<file path="src/rtl/serport_pkg.sv">
package serport_pkg;

  localparam logic [11:0] OFS_DATA  = 12'h000;
  localparam logic [11:0] OFS_STAT  = 12'h004;
  localparam logic [11:0] OFS_CTRL  = 12'h008;
  localparam logic [11:0] OFS_INTS  = 12'h00C;
  localparam logic [11:0] OFS_BDIV  = 12'h010;
  localparam logic [11:0] OFS_ID_LO = 12'hFD0;

  localparam int CTRL_W    = 7;
  localparam int CTL_TXEN  = 0;
  localparam int CTL_RXEN  = 1;
  localparam int CTL_TXIE  = 2;
  localparam int CTL_RXIE  = 3;
  localparam int CTL_TXOIE = 4;
  localparam int CTL_RXOIE = 5;

  // status word, msb first: rx overrun, tx overrun, rx full, tx full
  typedef struct packed {
    logic rxovr;
    logic txovr;
    logic rxfull;
    logic txfull;
  } stat_t;

  typedef enum logic [1:0] {RX_IDLE, RX_START, RX_DATA, RX_STOP} rx_st_t;

  function automatic logic [7:0] id_byte(input logic [3:0] k);
    return 8'hA0 + 8'(k) * 8'd3;
  endfunction

endpackage

</file>
<file path="src/rtl/serport_tx.sv">
module serport_tx #(
  parameter int DIV_W  = 20,
  parameter int DATA_W = 8
) (
  input  logic              clk,
  input  logic              rst_n,
  input  logic [DIV_W-1:0]  div_i,
  input  logic              div_ok_i,
  input  logic              start_i,
  input  logic [DATA_W-1:0] data_i,
  output logic              busy_o,
  output logic              txd_o
);
  localparam int FRAME_W = DATA_W + 2;
  localparam int BCNT_W  = $clog2(FRAME_W + 1);

  logic [FRAME_W-1:0] shreg;
  logic [BCNT_W-1:0]  bitcnt;
  logic [DIV_W-1:0]   cnt;
  logic               busy;

  always_ff @(posedge clk or negedge rst_n) begin
    if (!rst_n) begin
      busy   <= 1'b0;
      shreg  <= '1;
      bitcnt <= '0;
      cnt    <= '0;
    end else if (!div_ok_i) begin
      busy   <= 1'b0;
      bitcnt <= '0;
      cnt    <= '0;
    end else if (!busy && start_i) begin
      busy   <= 1'b1;
      shreg  <= {1'b1, data_i, 1'b0};
      bitcnt <= '0;
      cnt    <= '0;
    end else if (busy) begin
      if (cnt == div_i - DIV_W'(1)) begin
        cnt   <= '0;
        shreg <= {1'b1, shreg[FRAME_W-1:1]};
        if (bitcnt == BCNT_W'(FRAME_W - 1)) busy <= 1'b0;
        else bitcnt <= bitcnt + BCNT_W'(1);
      end else begin
        cnt <= cnt + DIV_W'(1);
      end
    end
  end

  assign busy_o = busy;
  assign txd_o  = busy ? shreg[0] : 1'b1;

  // an invalid divider returns the line to idle on the next cycle
  p_idle_invalid_r4: assert property (@(posedge clk) disable iff (!rst_n)
    !div_ok_i |=> txd_o);

endmodule

</file>
<file path="src/rtl/serport_rx.sv">
module serport_rx
  import serport_pkg::*;
#(
  parameter int DIV_W  = 20,
  parameter int DATA_W = 8
) (
  input  logic              clk,
  input  logic              rst_n,
  input  logic [DIV_W-1:0]  div_i,
  input  logic              div_ok_i,
  input  logic              rxd_i,
  output logic [DATA_W-1:0] data_o,
  output logic              valid_o
);
  localparam int BIT_W = $clog2(DATA_W);

  logic              rxd_m, rxd_s;
  rx_st_t            st;
  logic [DIV_W-1:0]  cnt;
  logic [BIT_W-1:0]  bitcnt;
  logic [DATA_W-1:0] shreg;
  logic              valid;
  logic [DIV_W-1:0]  half;
  logic              bit_end;

  assign half    = div_i >> 1;
  assign bit_end = (cnt == div_i - DIV_W'(1));

  always_ff @(posedge clk or negedge rst_n) begin
    if (!rst_n) begin
      rxd_m <= 1'b1;
      rxd_s <= 1'b1;
    end else begin
      rxd_m <= rxd_i;
      rxd_s <= rxd_m;
    end
  end

  always_ff @(posedge clk or negedge rst_n) begin
    if (!rst_n) begin
      st     <= RX_IDLE;
      cnt    <= '0;
      bitcnt <= '0;
      shreg  <= '0;
      valid  <= 1'b0;
    end else begin
      valid <= 1'b0;
      if (!div_ok_i) begin
        st  <= RX_IDLE;
        cnt <= '0;
      end else begin
        unique case (st)
          RX_IDLE: begin
            cnt <= '0;
            if (!rxd_s) st <= RX_START;
          end
          RX_START: begin
            if (cnt == half - DIV_W'(1)) begin
              cnt    <= '0;
              bitcnt <= '0;
              st     <= rxd_s ? RX_IDLE : RX_DATA;
            end else begin
              cnt <= cnt + DIV_W'(1);
            end
          end
          RX_DATA: begin
            if (bit_end) begin
              cnt   <= '0;
              shreg <= {rxd_s, shreg[DATA_W-1:1]};
              if (bitcnt == BIT_W'(DATA_W - 1)) st <= RX_STOP;
              else bitcnt <= bitcnt + BIT_W'(1);
            end else begin
              cnt <= cnt + DIV_W'(1);
            end
          end
          RX_STOP: begin
            if (bit_end) begin
              cnt   <= '0;
              st    <= RX_IDLE;
              valid <= rxd_s;
            end else begin
              cnt <= cnt + DIV_W'(1);
            end
          end
          default: st <= RX_IDLE;
        endcase
      end
    end
  end

  assign data_o  = shreg;
  assign valid_o = valid;

  // a byte is only delivered when the stop sample was high
  p_stop_high_r13: assert property (@(posedge clk) disable iff (!rst_n)
    valid_o |-> $past(rxd_s));

endmodule

</file>
<file path="src/rtl/apb_serial_port.sv">
module apb_serial_port
  import serport_pkg::*;
#(
  parameter int DIV_W   = 20,
  parameter int MIN_DIV = 16
) (
  input  logic        pclk,
  input  logic        presetn,
  input  logic        psel,
  input  logic        penable,
  input  logic        pwrite,
  input  logic [11:0] paddr,
  input  logic [31:0] pwdata,
  output logic [31:0] prdata,
  output logic        pready,
  output logic        pslverr,
  input  logic        rxd,
  output logic        txd,
  output logic        irq_tx,
  output logic        irq_rx,
  output logic        irq_txovr,
  output logic        irq_rxovr,
  output logic        irq_any
);
  localparam int DATA_W = 8;

  logic              acc, wr, rd;
  logic [11:0]       addr_w;
  logic              wr_data, rd_data, wr_stat, wr_ctrl, wr_ints, wr_bdiv;
  logic [CTRL_W-1:0] ctrl;
  logic [DIV_W-1:0]  bdiv;
  logic [DATA_W-1:0] txbuf, rxbuf;
  stat_t             st;
  logic              int_tx, int_rx;
  logic [3:0]        intstat;
  logic              div_ok;
  logic              tx_busy, tx_start;
  logic [DATA_W-1:0] rx_data;
  logic              rx_valid, rx_take;
  logic              clr_txovr, clr_rxovr;
  logic [11:0]       id_off;
  logic [31:0]       rdv;

  assign acc     = psel & penable;
  assign wr      = acc & pwrite;
  assign rd      = acc & ~pwrite;
  assign addr_w  = {paddr[11:2], 2'b00};
  assign wr_data = wr && addr_w == OFS_DATA;
  assign rd_data = rd && addr_w == OFS_DATA;
  assign wr_stat = wr && addr_w == OFS_STAT;
  assign wr_ctrl = wr && addr_w == OFS_CTRL;
  assign wr_ints = wr && addr_w == OFS_INTS;
  assign wr_bdiv = wr && addr_w == OFS_BDIV;

  assign div_ok    = bdiv >= DIV_W'(MIN_DIV);
  // a data write in the same cycle wins; the shifter takes the byte a cycle later
  assign tx_start  = st.txfull && ctrl[CTL_TXEN] && div_ok && !tx_busy && !wr_data;
  assign rx_take   = rx_valid && ctrl[CTL_RXEN];
  assign clr_txovr = (wr_stat || wr_ints) && pwdata[2];
  assign clr_rxovr = (wr_stat || wr_ints) && pwdata[3];

  serport_tx #(.DIV_W(DIV_W), .DATA_W(DATA_W)) u_tx (
    .clk(pclk), .rst_n(presetn), .div_i(bdiv), .div_ok_i(div_ok),
    .start_i(tx_start), .data_i(txbuf), .busy_o(tx_busy), .txd_o(txd)
  );

  serport_rx #(.DIV_W(DIV_W), .DATA_W(DATA_W)) u_rx (
    .clk(pclk), .rst_n(presetn), .div_i(bdiv), .div_ok_i(div_ok),
    .rxd_i(rxd), .data_o(rx_data), .valid_o(rx_valid)
  );

  always_ff @(posedge pclk or negedge presetn) begin
    if (!presetn) begin
      ctrl   <= '0;
      bdiv   <= '0;
      txbuf  <= '0;
      rxbuf  <= '0;
      st     <= '0;
      int_tx <= 1'b0;
      int_rx <= 1'b0;
    end else begin
      if (wr_ctrl) ctrl <= pwdata[CTRL_W-1:0];
      if (wr_bdiv) bdiv <= pwdata[DIV_W-1:0];
      if (wr_data) txbuf <= pwdata[DATA_W-1:0];
      if (rx_take) rxbuf <= rx_data;

      if (wr_data) st.txfull <= 1'b1;
      else if (tx_start) st.txfull <= 1'b0;

      if (wr_data && st.txfull) st.txovr <= 1'b1;
      else if (clr_txovr) st.txovr <= 1'b0;

      if (rx_take) st.rxfull <= 1'b1;
      else if (rd_data) st.rxfull <= 1'b0;

      if (rx_take && st.rxfull) st.rxovr <= 1'b1;
      else if (clr_rxovr) st.rxovr <= 1'b0;

      if (tx_start && ctrl[CTL_TXIE]) int_tx <= 1'b1;
      else if (wr_ints && pwdata[0]) int_tx <= 1'b0;

      if (rx_take && ctrl[CTL_RXIE]) int_rx <= 1'b1;
      else if (wr_ints && pwdata[1]) int_rx <= 1'b0;
    end
  end

  assign intstat = {st.rxovr & ctrl[CTL_RXOIE], st.txovr & ctrl[CTL_TXOIE], int_rx, int_tx};

  assign id_off = addr_w - OFS_ID_LO;

  always_comb begin
    rdv = '0;
    case (addr_w)
      OFS_DATA: rdv = {{(32-DATA_W){1'b0}}, rxbuf};
      OFS_STAT: rdv = 32'(st);
      OFS_CTRL: rdv = {{(32-CTRL_W){1'b0}}, ctrl};
      OFS_INTS: rdv = {28'b0, intstat};
      OFS_BDIV: rdv = {{(32-DIV_W){1'b0}}, bdiv};
      default:  if (addr_w >= OFS_ID_LO) rdv = {24'b0, id_byte(id_off[5:2])};
    endcase
  end

  assign prdata    = rd ? rdv : 32'b0;
  assign pready    = 1'b1;
  assign pslverr   = 1'b0;
  assign irq_tx    = intstat[0];
  assign irq_rx    = intstat[1];
  assign irq_txovr = intstat[2];
  assign irq_rxovr = intstat[3];
  assign irq_any   = |intstat;

  logic unused_bits;
  assign unused_bits = ^{pwdata[31:DIV_W], id_off[11:6], id_off[1:0]};

  // transmit full only falls when the shifter takes the byte
  p_txfull_fall_r6: assert property (@(posedge pclk) disable iff (!presetn)
    $fell(st.txfull) |-> $past(tx_start));

  // the transmit interrupt only rises on a hand-off with its enable set
  p_txint_set_r7: assert property (@(posedge pclk) disable iff (!presetn)
    $rose(int_tx) |-> $past(tx_start && ctrl[CTL_TXIE]));

  // receive overrun only rises when a byte lands on a full buffer
  p_rxovr_set_r11: assert property (@(posedge pclk) disable iff (!presetn)
    $rose(st.rxovr) |-> $past(rx_take && st.rxfull));

  // with the receiver disabled a delivered frame changes nothing
  p_rx_drop_r12: assert property (@(posedge pclk) disable iff (!presetn)
    (rx_valid && !ctrl[CTL_RXEN] && !rd_data) |=> ($stable(st.rxfull) && $stable(rxbuf)));

endmodule

</file>
<file path="config.mk">
export PLATFORM = sky130hd
export DESIGN_NAME = apb_serial_port
export DESIGN_NICKNAME = d
export VERILOG_FILES = /design/src/rtl/serport_pkg.sv /design/src/rtl/serport_tx.sv /design/src/rtl/serport_rx.sv /design/src/rtl/apb_serial_port.sv
export SDC_FILE = /design/constraint.sdc
export NUM_CORES = 1
export LEC_CHECK = 0
export BUFFER_PORTS_ARGS = -buffer_cell sky130_fd_sc_hd__buf_2
export CAP_MARGIN = 20
export CORE_UTILIZATION = 55
export CTS_CLUSTER_SIZE = 16
export DETAILED_ROUTE_END_ITERATION = 10
export GPL_TIMING_DRIVEN = 1
export PLACE_DENSITY_LB_ADDON = 0.1
export SYNTH_ARGS = -nofsm -noshare
export SYNTH_HDL_FRONTEND = slang
export SYNTH_SLANG_ARGS = --single-unit
</file>
<file path="constraint.sdc">
create_clock -name pclk -period 4.6 [get_ports pclk]
set_clock_uncertainty 0.05 [all_clocks]
set_input_delay 0.92 -clock pclk [delete_from_list [all_inputs] [get_ports pclk]]
set_output_delay 0.92 -clock pclk [all_outputs]
set_load 0.01 [all_outputs]
</file>
# Yosys cells after proc, flatten, opt, wreduce, memory -nomap -nowiden
# Cells that the tools add are included.
[totals]
reg_bits = 120
input_bits = 50
output_inout_bits = 40
elab_cells = 154
[classes]
add_sub_neg = 8
mul = 1
magnitude_cmp = 2
eq_ne = 23
mux = 52
n_bitwise = 6
n_reduce_logical = 41
[ops]
columns = ["op", "n"]
rows = [
  ["two-way mux 20 bit", 7],
  ["case mux 20 bit (5 select lines)", 1],
  ["== test 20 bit", 3],
  ["case mux 20 bit (3 select lines)", 1],
  ["adder 20 x 1 -> 20 bit, second input constant", 2],
  ["two-way mux 32 bit", 1],
  ["two-way mux 10 bit", 3],
  ["two-way mux 1 bit", 21],
  ["== test 10 x 2 -> 1 bit, second input constant", 2],
  ["greater-or-equal comparator 20 x 5 -> 1 bit, second input constant", 1],
  ["logical AND 1 bit", 20],
  ["two-way mux 4 bit", 5],
  ["subtractor 19 x 1 -> 20 bit, second input constant", 1],
  ["subtractor 20 x 1 -> 20 bit, second input constant", 1],
  ["nonzero test 2 bit", 9],
  ["inequality test 3 x 2 -> 1 bit, second input constant", 5],
  ["two-way mux 2 bit", 7],
  ["greater-or-equal comparator 12 bit, second input constant", 1],
  ["zero test 12 bit", 1],
  ["== test 10 x 1 -> 1 bit, second input constant", 1],
  ["== test 10 x 3 -> 1 bit, second input constant", 1],
  ["AND reduction 5 bit", 2],
  ["two-way mux 3 bit", 3],
  ["AND reduction 3 bit", 3],
  ["23 further kinds", 31],
]

# Logic depth before layout (Yosys ltp)
[depth]
ltp_word = 8
depth_mapped = 12
mapped_depth_nobuf = 10

# By module
# A second synthesis with hierarchy kept.
[hier_totals]
cells_unflattened = 891
area_unflattened_um2 = 8426.8
[by_module_without_submodules]
columns = ["module", "n_inst", "cells_each", "area_per_inst_um2", "seq_area_each_um2"]
rows = [
  ["serport_rx", 1, 361, 3153.0, 903.4],
  ["apb_serial_port", 1, 242, 2815.2, 1226.2],
  ["serport_tx", 1, 288, 2458.6, 862.1],
]

# Worst setup path after synthesis
# No wires, ideal clock.
[synth_path]
kind = "input -> output"
startpoint = "input port paddr[2]"
endpoint = "output port prdata[6]"
t_arrival_ps = 2612
required_ps = 3630
setup_slack_ps = 1018
stages = 7
n_path_buf = 1
cell_sequence = "inv_1 > ha_1 > clkbuf_1 > or4_1 > a21oi_1 > o21ai_0 > a31oi_1"
[synth_between]
elab_chain_cells = 6
elab_cells_between_ends = 12
classes_between = "2 x add/sub; 1 x mul; 1 x order compare; 4 x eq/ne; 3 x mux; 1 x reduce/logical"
[synth_rtl]
columns = ["element", "line_no", "text"]
rows = [
  ["start, declared", "apb_serial_port.sv:12", "input logic [11:0] paddr,"],
  ["subtractor 6 x 5 -> 6 bit", "apb_serial_port.sv:109", "assign id_off = addr_w - OFS_ID_LO;"],
  ["multiplier 4 x 2 -> 6 bit", "serport_pkg.sv:29", "return 8'hA0 + 8'(k) * 8'd3;"],
  ["adder 8 x 6 -> 8 bit", "serport_pkg.sv:29", ""],
  ["two-way mux 8 bit", "apb_serial_port.sv:119", "default: if (addr_w >= OFS_ID_LO) rdv = {24'b0, id_byte(id_off[5:2])};"],
  ["case mux 20 bit (5 select lines) (*)", "apb_serial_port.sv:113", "case (addr_w)"],
  ["two-way mux 32 bit (*)", "apb_serial_port.sv:123", "assign prdata = rd ? rdv : 32'b0;"],
  ["end, declared", "apb_serial_port.sv:14", "output logic [31:0] prdata,"],
]
# Every way passes the cells marked *; elsewhere a longest branch is shown, timed or not.

# Worst setup path in the final report
[layout_path]
startpoint = "register bdiv[0]"
endpoint = "register u_rx.shreg[2], in the netlist u_rx.data_o[2]"
[layout_between]
elab_chain_cells = 3
elab_cells_between_ends = 4
classes_between = "1 x add/sub; 1 x order compare; 1 x eq/ne; 1 x reduce/logical"
[layout_rtl]
columns = ["element", "line_no", "text"]
rows = [
  ["start, declared", "apb_serial_port.sv:31", "logic [DIV_W-1:0] bdiv;"],
  ["start signal, assigned", "apb_serial_port.sv:83", "if (wr_bdiv) bdiv <= pwdata[DIV_W-1:0];"],
  ["subtractor 20 x 1 -> 20 bit", "serport_rx.sv:27", "assign bit_end = (cnt == div_i - DIV_W'(1));"],
  ["== test 20 bit", "serport_rx.sv:27", ""],
  ["AND reduction 3 bit (no source line) (*)", "n/a", ""],
  ["end signal, assigned", "serport_rx.sv:69", "shreg <= {rxd_s, shreg[DATA_W-1:1]};"],
  ["end, declared", "serport_rx.sv:21", "logic [DATA_W-1:0] shreg;"],
]
# Marked as above.
# A chain may end at the register's enable or synchronous reset.

==> impl_metrics.env <==
export IMPL_drive_gt1_frac=0.222
export IMPL_worstMarginPinSlew_ns=0.986
export IMPL_cp_start_kind="register"
export IMPL_drtPass1Iterations=6
export IMPL_grt_pass1_vias=6707
export IMPL_synth_flop_cell="dfrtp_1"
export IMPL_synth_top_family_by_area="simple AND/OR/NAND/NOR gates"
export IMPL_numPortBuffers=61
export IMPL_grt_pass1_wl_mm=34.6
export IMPL_clk_latency_ns=0.43
export IMPL_reg2reg_depth=9
export IMPL_start_util=0.565
export IMPL_synth_compound_area_frac=0.0994
export IMPL_status="finished clean"
export IMPL_die_x_um=124
export IMPL_required_ns=4.86
export IMPL_setup_violations=0
export IMPL_whs_ns=0.309
export IMPL_cts_sinks=119
export IMPL_rows=44
export IMPL_dieArea_um2=15500
export IMPL_drt_iter0_drc=539
export IMPL_cts_hold_buffers=0
export IMPL_ff2ff_setup_slack_ns=0.56
export IMPL_max_cap_viol_count=0
export IMPL_hold_path_class="register to register"
export IMPL_period_share=0.878
export IMPL_cts_buffer_depth=2
export IMPL_synthArstFlopShare=1.00
export IMPL_final_net_count=997
export IMPL_cts_buffers_inserted=17
export IMPL_ant_nets=0
export IMPL_clockRootBuffer="clkbuf_16"
export IMPL_coreArea_um2=14600
export IMPL_wl_mm=21.2
export IMPL_tns_ns=0
export IMPL_synth_edf_count=0
export IMPL_hold_viol_final=0
export IMPL_place_congestion=0.905
export IMPL_overflow=0
export IMPL_synth_adder_area_share=0.0343
export IMPL_synthMuxAreaShare=0.0970
export IMPL_grt_max_degree=56
export IMPL_regToRegEndpoint="u_rx.data_o[2]$_DFFE_PN0P_"
export IMPL_die_h_um=124
export IMPL_r2r_start="bdiv[0]$_DFFE_PN0P_"
export IMPL_wl_per_cell_um=18.9
export IMPL_fin_ws_ns=0.562
export IMPL_synth_cells=886
export IMPL_rsz0062_at_grt="false"
export IMPL_cts_tree="built"
export IMPL_clk_pin_slew_ns=0.06
export IMPL_slew_viol_final=0
export IMPL_preCtsSetupSlack_ns=0.635
export IMPL_post_cts_setup_buffers=0
export IMPL_synthToLayoutAreaGrowth_pct=11.9
export IMPL_vias=6855
export IMPL_ys_seq_area_frac=0.363
export IMPL_synth_area_um2=8240
export IMPL_cts_resized=0
export IMPL_worstSetupEndpoint="u_rx.data_o[2]$_DFFE_PN0P_"
export IMPL_fmax_mhz=248
export IMPL_finalNonFillerCells=1122
export IMPL_power_density_nw_per_um2=282
export IMPL_leakage_uw=0.00420
export IMPL_vdd_drop_max_uv=253
export IMPL_place_hpwl_mm=15.4
export IMPL_antenna_found_initial=0
export IMPL_ys_types=79
export IMPL_cp_arrival_ns=4.30
export IMPL_num_io_pins=90
export IMPL_fillers=1200
export IMPL_place_inst=1090
export IMPL_worst_path_max_fanout=11
export IMPL_drc=0
export IMPL_syn_avg_cell_area_um2=9.30
export IMPL_synth_xor_area_frac=0.123
export IMPL_grt_usage=0.283
export IMPL_startpoint="bdiv[0]$_DFFE_PN0P_"
export IMPL_crit_type="register to register"
export IMPL_vias_per_cell=6.11
export IMPL_synthSimpleGateAreaFrac=0.227
export IMPL_ys_ff_latch=119
export IMPL_htree_levels=4
export IMPL_slew_headroom=0.341
export IMPL_fin_crit_ns=4.04
export IMPL_yosysWarnings=0
export IMPL_num_antenna_cells=0
export IMPL_cp_end_kind="register"
[final cells by class]
cell class / instances / area (µm²) / share of cell area
Multi-Input combinational cell: 679 / 4850 / 0.525
Sequential cell: 119 / 2990 / 0.324
Timing Repair Buffer: 80 / 450 / 0.0488
Clock buffer: 17 / 425 / 0.0461
Tap cell: 184 / 230 / 0.0250
Clock inverter: 15 / 178 / 0.0193
Inverter: 28 / 105 / 0.0114
[how the worst min path moves through the flow]
stage | startpoint | end | slack (ns) | depth (start not counted)
6_report | u_rx.rxd_m$_DFF_PN1_ | u_rx.rxd_s$_DFF_PN1_ | 0.31 | 0
5_1_grt | u_rx.rxd_m$_DFF_PN1_ | u_rx.rxd_s$_DFF_PN1_ | 0.32 | 0
4_1_cts | u_rx.rxd_m$_DFF_PN1_ | u_rx.rxd_s$_DFF_PN1_ | 0.31 | 0
3_3_place_gp | u_rx.rxd_m$_DFF_PN1_ | u_rx.rxd_s$_DFF_PN1_ | 0.30 | 0
2_1_floorplan | u_rx.rxd_m$_DFF_PN1_ | u_rx.rxd_s$_DFF_PN1_ | 0.30 | 0
3_5_place_dp | u_rx.rxd_m$_DFF_PN1_ | u_rx.rxd_s$_DFF_PN1_ | 0.30 | 0
[cells in the final DEF, fill, tap and decap left out, types with 7 or more instances in the layout]
| cell type | n |
|---|---|
| a21oi_1 | 26 |
| nand4_1 | 23 |
| nor4_1 | 15 |
| mux2_2 | 59 |
| mux2_4 | 7 |
| xnor2_1 | 73 |
| inv_6 | 8 |
| dfstp_2 | 11 |
| buf_2 | 60 |
| a31oi_1 | 9 |
| xor2_1 | 35 |
| clkbuf_16 | 17 |
| nand3_1 | 28 |
| ha_1 | 21 |
| nor3_1 | 38 |
| o21ai_0 | 17 |
| and3_1 | 14 |
| inv_1 | 27 |
| conb_1 | 14 |
| buf_4 | 20 |
| nand2_1 | 64 |
| nor2_1 | 72 |
| and2_1 | 17 |
| nor2b_1 | 7 |
| or4_1 | 11 |
| nand2b_1 | 7 |
| dfrtp_1 | 108 |
[stage by stage]
step | power, µW | instance area [µm²] | utilization
6_report | 2600 | 9230 | 0.632
5_1_grt | 2680 | 9230 | 0.632
4_1_cts | 2620 | 9230 | 0.632
3_5_place_dp | 1230 | 8620 | 0.591
3_3_place_gp | 1220 | 8620 | 0.591
2_1_floorplan | 1170 | 8290 | -
[critical path, cell delays in order, from the launching register on]
cell and delay, ns:
dfrtp_1 0.51, inv_1 0.18, ha_1 0.28, or3b_2 0.54, o41ai_1 0.55, o221ai_1 0.22
a2111oi_0 0.42, and4_1 0.31, and2_1 0.46, mux2_2 0.39
[routing by layer]
metal,part of all wire,wire length (µm),global-route usage
met1,0.43,9120,0.364
met2,0.49,10500,0.478
met3,0.053,1120,0.0485
met4,0.021,447,0.0964
met5,0,0,0
[report_power, final]
group	leakage, µW	total, µW	internal, µW	switching [µW]
registers	0.00162	1060	1050	4.90
logic	0.00228	155	54.8	99.9
clock network	0.000300	1390	822	570
[synth_stat cells (all sizes together) (6+ instances only)]
cell	count	area (µm²)
a21o	6	45.0
a21oi	26	130
a31oi	9	56.3
and2	18	113
and3	14	87.6
and4	6	52.6
buf	34	209
clkbuf	38	143
dfrtp	108	2700
dfstp	11	289
ha	21	263
inv	27	101
mux2	66	769
nand2	64	240
nand2b	7	43.8
nand3	29	150
nand4	24	156
nor2	74	283
nor2b	7	43.8
nor3	38	190
nor4	19	144
o211ai	6	45.0
o21ai	22	114
or4	12	93.8
xnor2	73	639
xor2	35	307
[registers in the layout, summed over array words and instances, names as in the netlist, 7 cells and up]
| signal | count |
|---|---|
| u_rx.data_o | 8 |
| ctrl | 7 |
| u_rx.cnt | 20 |
| rxbuf | 8 |
| bdiv | 20 |
| u_tx.shreg | 9 |
| txbuf | 8 |
| u_tx.cnt | 20 |
[kinds of logic (layout without fill, tap and decap cells)]
kind of cell | after synthesis | after routing
and+or+nand+nor | 343 | 343
adders and majority gates | 22 | 22
buffers and inverters | 100 | 140
AOI/OAI and AO/OA | 120 | 120
xor gates and xnor gates | 111 | 111
muxes | 69 | 69
DFF | 119 | 119
other | 2 | 14
No activity file was read; power rests on OpenSTA's default activity.
